### config.mk
export PLATFORM = sky130hd
export DESIGN_NAME = lane_deser_top
export DESIGN_NICKNAME = d
export VERILOG_FILES = /design/src/rtl/lane_deser_pkg.sv /design/src/rtl/lane_edge_sync.sv /design/src/rtl/lane_capture.sv /design/src/rtl/lane_framer.sv /design/src/rtl/lane_deser_top.sv
export SDC_FILE = /design/constraint.sdc
export NUM_CORES = 1
export LEC_CHECK = 0
export BUFFER_PORTS_ARGS = -buffer_cell sky130_fd_sc_hd__buf_2
export CAP_MARGIN = 5
export CORE_MARGIN = 5
export CORE_UTILIZATION = 51
export CTS_BUF_LIST = sky130_fd_sc_hd__clkbuf_2 sky130_fd_sc_hd__clkbuf_4 sky130_fd_sc_hd__clkbuf_8
export CTS_CLUSTER_DIAMETER = 80
export DETAILED_ROUTE_END_ITERATION = 8
export PLACE_DENSITY = 0.71
export SLEW_MARGIN = 20
export SYNTH_ARGS = -nofsm -noshare
export SYNTH_HDL_FRONTEND = slang
export SYNTH_SLANG_ARGS = --single-unit
### constraint.sdc
create_clock -name clk -period 3.9 [get_ports clk]
set_input_delay 0.195 -clock clk [delete_from_list [all_inputs] [get_ports clk]]
set_output_delay 0.195 -clock clk [all_outputs]
set_load 0.05 [all_outputs]
### src/rtl/lane_deser_pkg.sv
package lane_deser_pkg;
  localparam int LANES  = 5;
  localparam int WORD_W = 32;
  localparam int IDX_W  = $clog2(WORD_W);

  typedef logic [IDX_W-1:0]   src_idx_t;
  typedef src_idx_t [WORD_W-1:0] lane_map_t;
  typedef lane_map_t [LANES-1:0] map_t;
  typedef logic [WORD_W-1:0]  word_t;

  // Default per-lane maps: an odd stride plus a rotation is always a permutation.
  function automatic map_t default_map();
    map_t m;
    for (int c = 0; c < LANES; c++)
      for (int j = 0; j < WORD_W; j++)
        m[c][j] = src_idx_t'((j * (2 * c + 1) + 3 * c) % WORD_W);
    return m;
  endfunction

  function automatic bit map_is_perm(map_t m);
    logic [WORD_W-1:0] seen;
    for (int c = 0; c < LANES; c++) begin
      seen = '0;
      for (int j = 0; j < WORD_W; j++) seen[m[c][j]] = 1'b1;
      if (seen != {WORD_W{1'b1}}) return 1'b0;
    end
    return 1'b1;
  endfunction
endpackage

### src/rtl/lane_edge_sync.sv
module lane_edge_sync #(
  parameter int STAGES = 2
) (
  input  logic clk,
  input  logic rst,
  input  logic sclk,
  input  logic sdat,
  output logic rise,
  output logic dat
);
  logic [STAGES:0]   sclk_pipe;
  logic [STAGES-1:0] dat_pipe;

  always_ff @(posedge clk) begin
    if (rst) begin
      sclk_pipe <= '0;
      dat_pipe  <= '0;
    end else begin
      sclk_pipe <= {sclk_pipe[STAGES-1:0], sclk};
      dat_pipe  <= {dat_pipe[STAGES-2:0], sdat};
    end
  end

  assign rise = sclk_pipe[STAGES-1] & ~sclk_pipe[STAGES];
  assign dat  = dat_pipe[STAGES-1];
endmodule

### src/rtl/lane_capture.sv
module lane_capture
  import lane_deser_pkg::*;
#(
  parameter lane_map_t MAP = default_map()
) (
  input  logic  clk,
  input  logic  rst,
  input  logic  shift,
  input  logic  bit_in,
  output logic  word_valid,
  output word_t word_o
);
  localparam int LAST = WORD_W - 1;

  word_t    shreg;
  word_t    nxt;
  word_t    perm;
  src_idx_t cnt;

  always_comb begin
    nxt = {shreg[WORD_W-2:0], bit_in};
    for (int j = 0; j < WORD_W; j++) perm[j] = nxt[MAP[j]];
  end

  always_ff @(posedge clk) begin
    if (rst) begin
      shreg      <= '0;
      cnt        <= '0;
      word_valid <= 1'b0;
      word_o     <= '0;
    end else begin
      word_valid <= 1'b0;
      if (shift) begin
        shreg <= nxt;
        if (cnt == src_idx_t'(LAST)) begin
          cnt        <= '0;
          word_valid <= 1'b1;
          word_o     <= perm;
        end else begin
          cnt <= cnt + 1'b1;
        end
      end
    end
  end
endmodule

### src/rtl/lane_framer.sv
module lane_framer
  import lane_deser_pkg::*;
#(
  parameter int WORDS_PER_FRAME  = 13,
  parameter int FRAMES_PER_BURST = 10,
  localparam int WIDX_W = $clog2(WORDS_PER_FRAME),
  localparam int FIDX_W = $clog2(FRAMES_PER_BURST)
) (
  input  logic              clk,
  input  logic              rst,
  input  logic              in_valid,
  input  word_t             in_word,
  output logic              out_valid,
  output word_t             out_word,
  output logic [WIDX_W-1:0] out_widx,
  output logic [FIDX_W-1:0] out_fidx,
  output logic              out_done
);
  logic [WIDX_W-1:0] w_cnt;
  logic [FIDX_W-1:0] f_cnt;
  logic last_w, last_f;

  assign last_w = (w_cnt == WIDX_W'(WORDS_PER_FRAME - 1));
  assign last_f = (f_cnt == FIDX_W'(FRAMES_PER_BURST - 1));

  always_ff @(posedge clk) begin
    if (rst) begin
      w_cnt     <= '0;
      f_cnt     <= '0;
      out_valid <= 1'b0;
      out_word  <= '0;
      out_widx  <= '0;
      out_fidx  <= '0;
      out_done  <= 1'b0;
    end else begin
      out_valid <= in_valid;
      out_done  <= 1'b0;
      if (in_valid) begin
        out_word <= in_word;
        out_widx <= w_cnt;
        out_fidx <= f_cnt;
        if (last_w) begin
          w_cnt <= '0;
          if (last_f) begin
            f_cnt    <= '0;
            out_done <= 1'b1;
          end else begin
            f_cnt <= f_cnt + 1'b1;
          end
        end else begin
          w_cnt <= w_cnt + 1'b1;
        end
      end
    end
  end
endmodule

### src/rtl/lane_deser_top.sv
module lane_deser_top
  import lane_deser_pkg::*;
#(
  parameter int   WORDS_PER_FRAME  = 13,
  parameter int   FRAMES_PER_BURST = 10,
  parameter int   SYNC_STAGES      = 2,
  parameter map_t BIT_MAP          = default_map(),
  localparam int  WIDX_W = $clog2(WORDS_PER_FRAME),
  localparam int  FIDX_W = $clog2(FRAMES_PER_BURST)
) (
  input  logic                          clk,
  input  logic                          rst,
  input  logic [LANES-1:0]              sclk_i,
  input  logic [LANES-1:0]              sdat_i,
  output logic [LANES-1:0]              word_valid_o,
  output logic [LANES-1:0][WORD_W-1:0]  word_o,
  output logic [LANES-1:0][WIDX_W-1:0]  word_idx_o,
  output logic [LANES-1:0][FIDX_W-1:0]  frame_idx_o,
  output logic [LANES-1:0]              burst_done_o
);
  if (!map_is_perm(BIT_MAP)) begin : g_bad_map
    $error("lane_deser_top: BIT_MAP holds a lane that is not a permutation");
  end

  for (genvar c = 0; c < LANES; c++) begin : g_lane
    logic  rise, dat, cap_valid;
    word_t cap_word;

    lane_edge_sync #(.STAGES(SYNC_STAGES)) i_sync (
      .clk(clk), .rst(rst), .sclk(sclk_i[c]), .sdat(sdat_i[c]),
      .rise(rise), .dat(dat)
    );

    lane_capture #(.MAP(BIT_MAP[c])) i_cap (
      .clk(clk), .rst(rst), .shift(rise), .bit_in(dat),
      .word_valid(cap_valid), .word_o(cap_word)
    );

    lane_framer #(
      .WORDS_PER_FRAME(WORDS_PER_FRAME), .FRAMES_PER_BURST(FRAMES_PER_BURST)
    ) i_frm (
      .clk(clk), .rst(rst), .in_valid(cap_valid), .in_word(cap_word),
      .out_valid(word_valid_o[c]), .out_word(word_o[c]),
      .out_widx(word_idx_o[c]), .out_fidx(frame_idx_o[c]),
      .out_done(burst_done_o[c])
    );
  end
endmodule

==> results.txt <==
outcome: finished clean
Slew headroom: 0.354
RSZ-0062 raised after global routing: false
CP top delay family: compound AO/OA/AOI/OAI gates
CP Capture Type: flip-flop
Final ANT Viol Nets: 0
Multi-input gate area: 0.00826 mm2
slowest CP cell: a21oi_2
Synth cell types: 44
dominant synthesized flop cell: dfxtp_1
most common cell after layout, fill and taps aside: dfxtp_1
critical path fanouts, max: 20
Area Overhead vs Synth: 14.5%
global-route wire length before repair: 74500 um
layout cell share with drive strength beyond 1: 0.180
nets: 2386
Design Power: 12.0 mW
Synth warnings: 0
Total Wirelength: 45000 um
VDD IR max: 0.363 mV
Slew @ Worst Pin: 969 ps
Die ar.: 0.0467 mm2
most frequent cells in the layout: 615 x dfxtp_1, 355 x nand2_1, 220 x buf_2
cell count after synthesis: 2163
number of global-route vias before repair: 14.8k
PostCTS Resize Cnt: 0
Layout Cells excl Fill: 2955
Setup Crit Path Kind: reg2reg
ANT cells: 0
Post-synth ARST share: 0
FILL cells: 3582
Max Slew Vio Count: 0
# DRC: 0
Detailed Place HPWL: 28800 um
f_max: 477 MHz
average cell area after synthesis: 10.0 um2
Placed Cells: 2784
max-cap viol count: 0
vias post-DR: 15.5k
Root Buffer: clkbuf_8
FF+latch count, synth: 620
routability cong.: 0.763
CTS tree: done
Leak: 9.43 nW
worst-path cell chain: ha_1, and3_1, ha_1, a21oi_2, buf_4, a22o_1
final hold slack: 82.7 ps
met1 GRT Util: 0.244
initial antenna violation count: 0
worst endpoint required time: 4470 ps
CP max stage delay: 530 ps
clock buffer depth: 3
crit path buf inv count: 1
syn_nets: 2197
std cell rows: 75
post-synthesis sequential area ratio: 0.573
Die X: 216 um
GR Util met2: 0.309
kind of start point of the critical path: flip-flop
Max Clock Skew: 20.5 ps
power density over the cells: 483 mW/mm2
WP data arrival: 2670 ps
violation count after the first detailed-route iteration: 929
IO Pins: 222
worst min path class: in2reg
Pre-antenna DRT Iters: 5
Die Ht: 216 um
setup TNS: 0 ps
Final Hold Fails: 0
total CTS buffers: 95
worst skew pair latency: 640 ps
Post-synth EDFFs: 0
total grt overflow: 0
CORE AREA: 0.0419 mm2
Syn Std Cell Area: 0.0217 mm2
CP most frequent cell: ha_1
met3 usage: 0.0402
min Tclk post-route: 2100 ps
largest net degree at the start of global routing: 125
CTS sink cnt: 620
clock slew at reported path FFs: 60 ps
period utilization: 0.538
final setup violation count: 0
vias per cell: 5.23
register area: 0.0124 mm2
H-Tree Depth: 3
routed len/inst: 15.2 um
Initial Util: 0.517
Port Buffer Count: 221
GRT busiest layer: met2
gr usage total: 0.186
[logic make-up (layout without fill, tap and decap cells)]
group | count (synthesis) | in the layout | share of synthesized area
flip-flops | 620 | 620 | 0.573
adder cells (fa/ha/maj) | 22 | 22 | 0.0127
AND/OR/NAND/NOR | 703 | 703 | 0.141
XOR/XNOR | 6 | 6 | 0.00243
AO/OA/AOI/OAI | 418 | 418 | 0.129
buffers and inverters | 188 | 441 | 0.0468
multiplexers | 206 | 206 | 0.0952
[path summary, 6_finish.rpt]
kind,start,end,slack [ps],cells past startpoint
setup / recovery,g_lane[4].i_cap.cnt[0]$_SDFFE_PP0P_,g_lane[4].i_cap.word_o[23]$_SDFFE_PP0P_,1800,6
hold / removal,rst,g_lane[4].i_frm.out_word[29]$_SDFFE_PP0P_,80,2
setup reg to reg,g_lane[4].i_cap.cnt[0]$_SDFFE_PP0P_,g_lane[4].i_cap.word_o[23]$_SDFFE_PP0P_,1800,6
hold reg to reg,g_lane[2].i_sync.sclk_pipe[0]$_SDFF_PP0_,g_lane[2].i_sync.sclk_pipe[1]$_SDFF_PP0_,430,1
[flip-flops by register name, indices dropped and copies added (netlist names), 20 cells and up]
signal and flops:
g_lane.i_cap.word_o 160, g_lane.i_cap.shreg 155, g_lane.i_frm.out_widx 20, g_lane.i_frm.w_cnt 20, g_lane.i_frm.f_cnt 20, g_lane.i_frm.out_word 160
g_lane.i_cap.cnt 25, g_lane.i_frm.out_fidx 20
[cells in the mapped netlist (4+ instances only)]
cell type  count  share of area
a21oi_1      207          0.048
a21oi_2        4         0.0016
a22o_1       160          0.065
a31o_2         4         0.0016
a31oi_1       10         0.0029
a41oi_1        4         0.0016
and3_1         5         0.0014
and4_1         5         0.0020
buf_2        112          0.026
buf_4         12         0.0042
buf_6         15         0.0078
clkbuf_1      15         0.0026
clkbuf_2       8         0.0018
dfxtp_1      620           0.57
ha_1          22          0.013
inv_1         24         0.0042
mux2i_1      205          0.095
nand2_1      355          0.062
nand2b_1       8         0.0023
nand3_1       10         0.0023
nand3b_1      11         0.0038
nand4_1       14         0.0040
nand4b_1       5         0.0020
nor2_1       219          0.038
nor2b_1       37          0.011
nor3_1         4        0.00092
nor3b_1        4         0.0014
nor3b_4        4         0.0035
nor4_1         5         0.0014
o21ai_0       18         0.0042
o31ai_1        5         0.0017
or3_1          7         0.0020
or4_1          5         0.0017
[cell type report]
| type | instances | share of cell area |
|---|---|---|
| Sequential cell | 620 | 0.500 |
| Multi-Input combinational cell | 1355 | 0.333 |
| Clock buffer | 149 | 0.0738 |
| Timing Repair Buffer | 256 | 0.0571 |
| Tap cell | 539 | 0.0272 |
| Clock inverter | 12 | 0.00499 |
| Inverter | 24 | 0.00363 |
[through the flow]
step	setup slack [ps]	area (um2)	util
floorplan	2290	21700	-
global placement	1830	22800	0.543
detailed placement	1820	22800	0.543
CTS	1790	24800	0.592
global route	1670	24800	0.592
finish	1800	24800	0.592
[per-layer routing]
metal	share of wire	wire (um)
met1	0.46	20500
met3	0.047	2100
met4	0.019	865
met2	0.48	21600
met5	0	0
[worst reg2reg max path, cell delays in order (launching register included)]
cell and delay, ps:
dfxtp_1 330, ha_1 220, and3_1 190, ha_1 240, a21oi_2 530, buf_4 350, a22o_1 190
[timing repair]
action,in CTS,in global routing
hold buffers,10,0
buffers inserted,0,0
endpoints found under the hold margin,10,0
endpoints found under the setup margin,0,0
[power by group]
| group | leakage (nW) | switching [mW] | internal, mW |
|---|---|---|---|
| clock network | 1.03 | 2.33 | 3.10 |
| registers | 5.00 | 0.00897 | 6.35 |
| logic | 3.39 | 0.159 | 0.0390 |
Power figures use the tool's default switching activity.
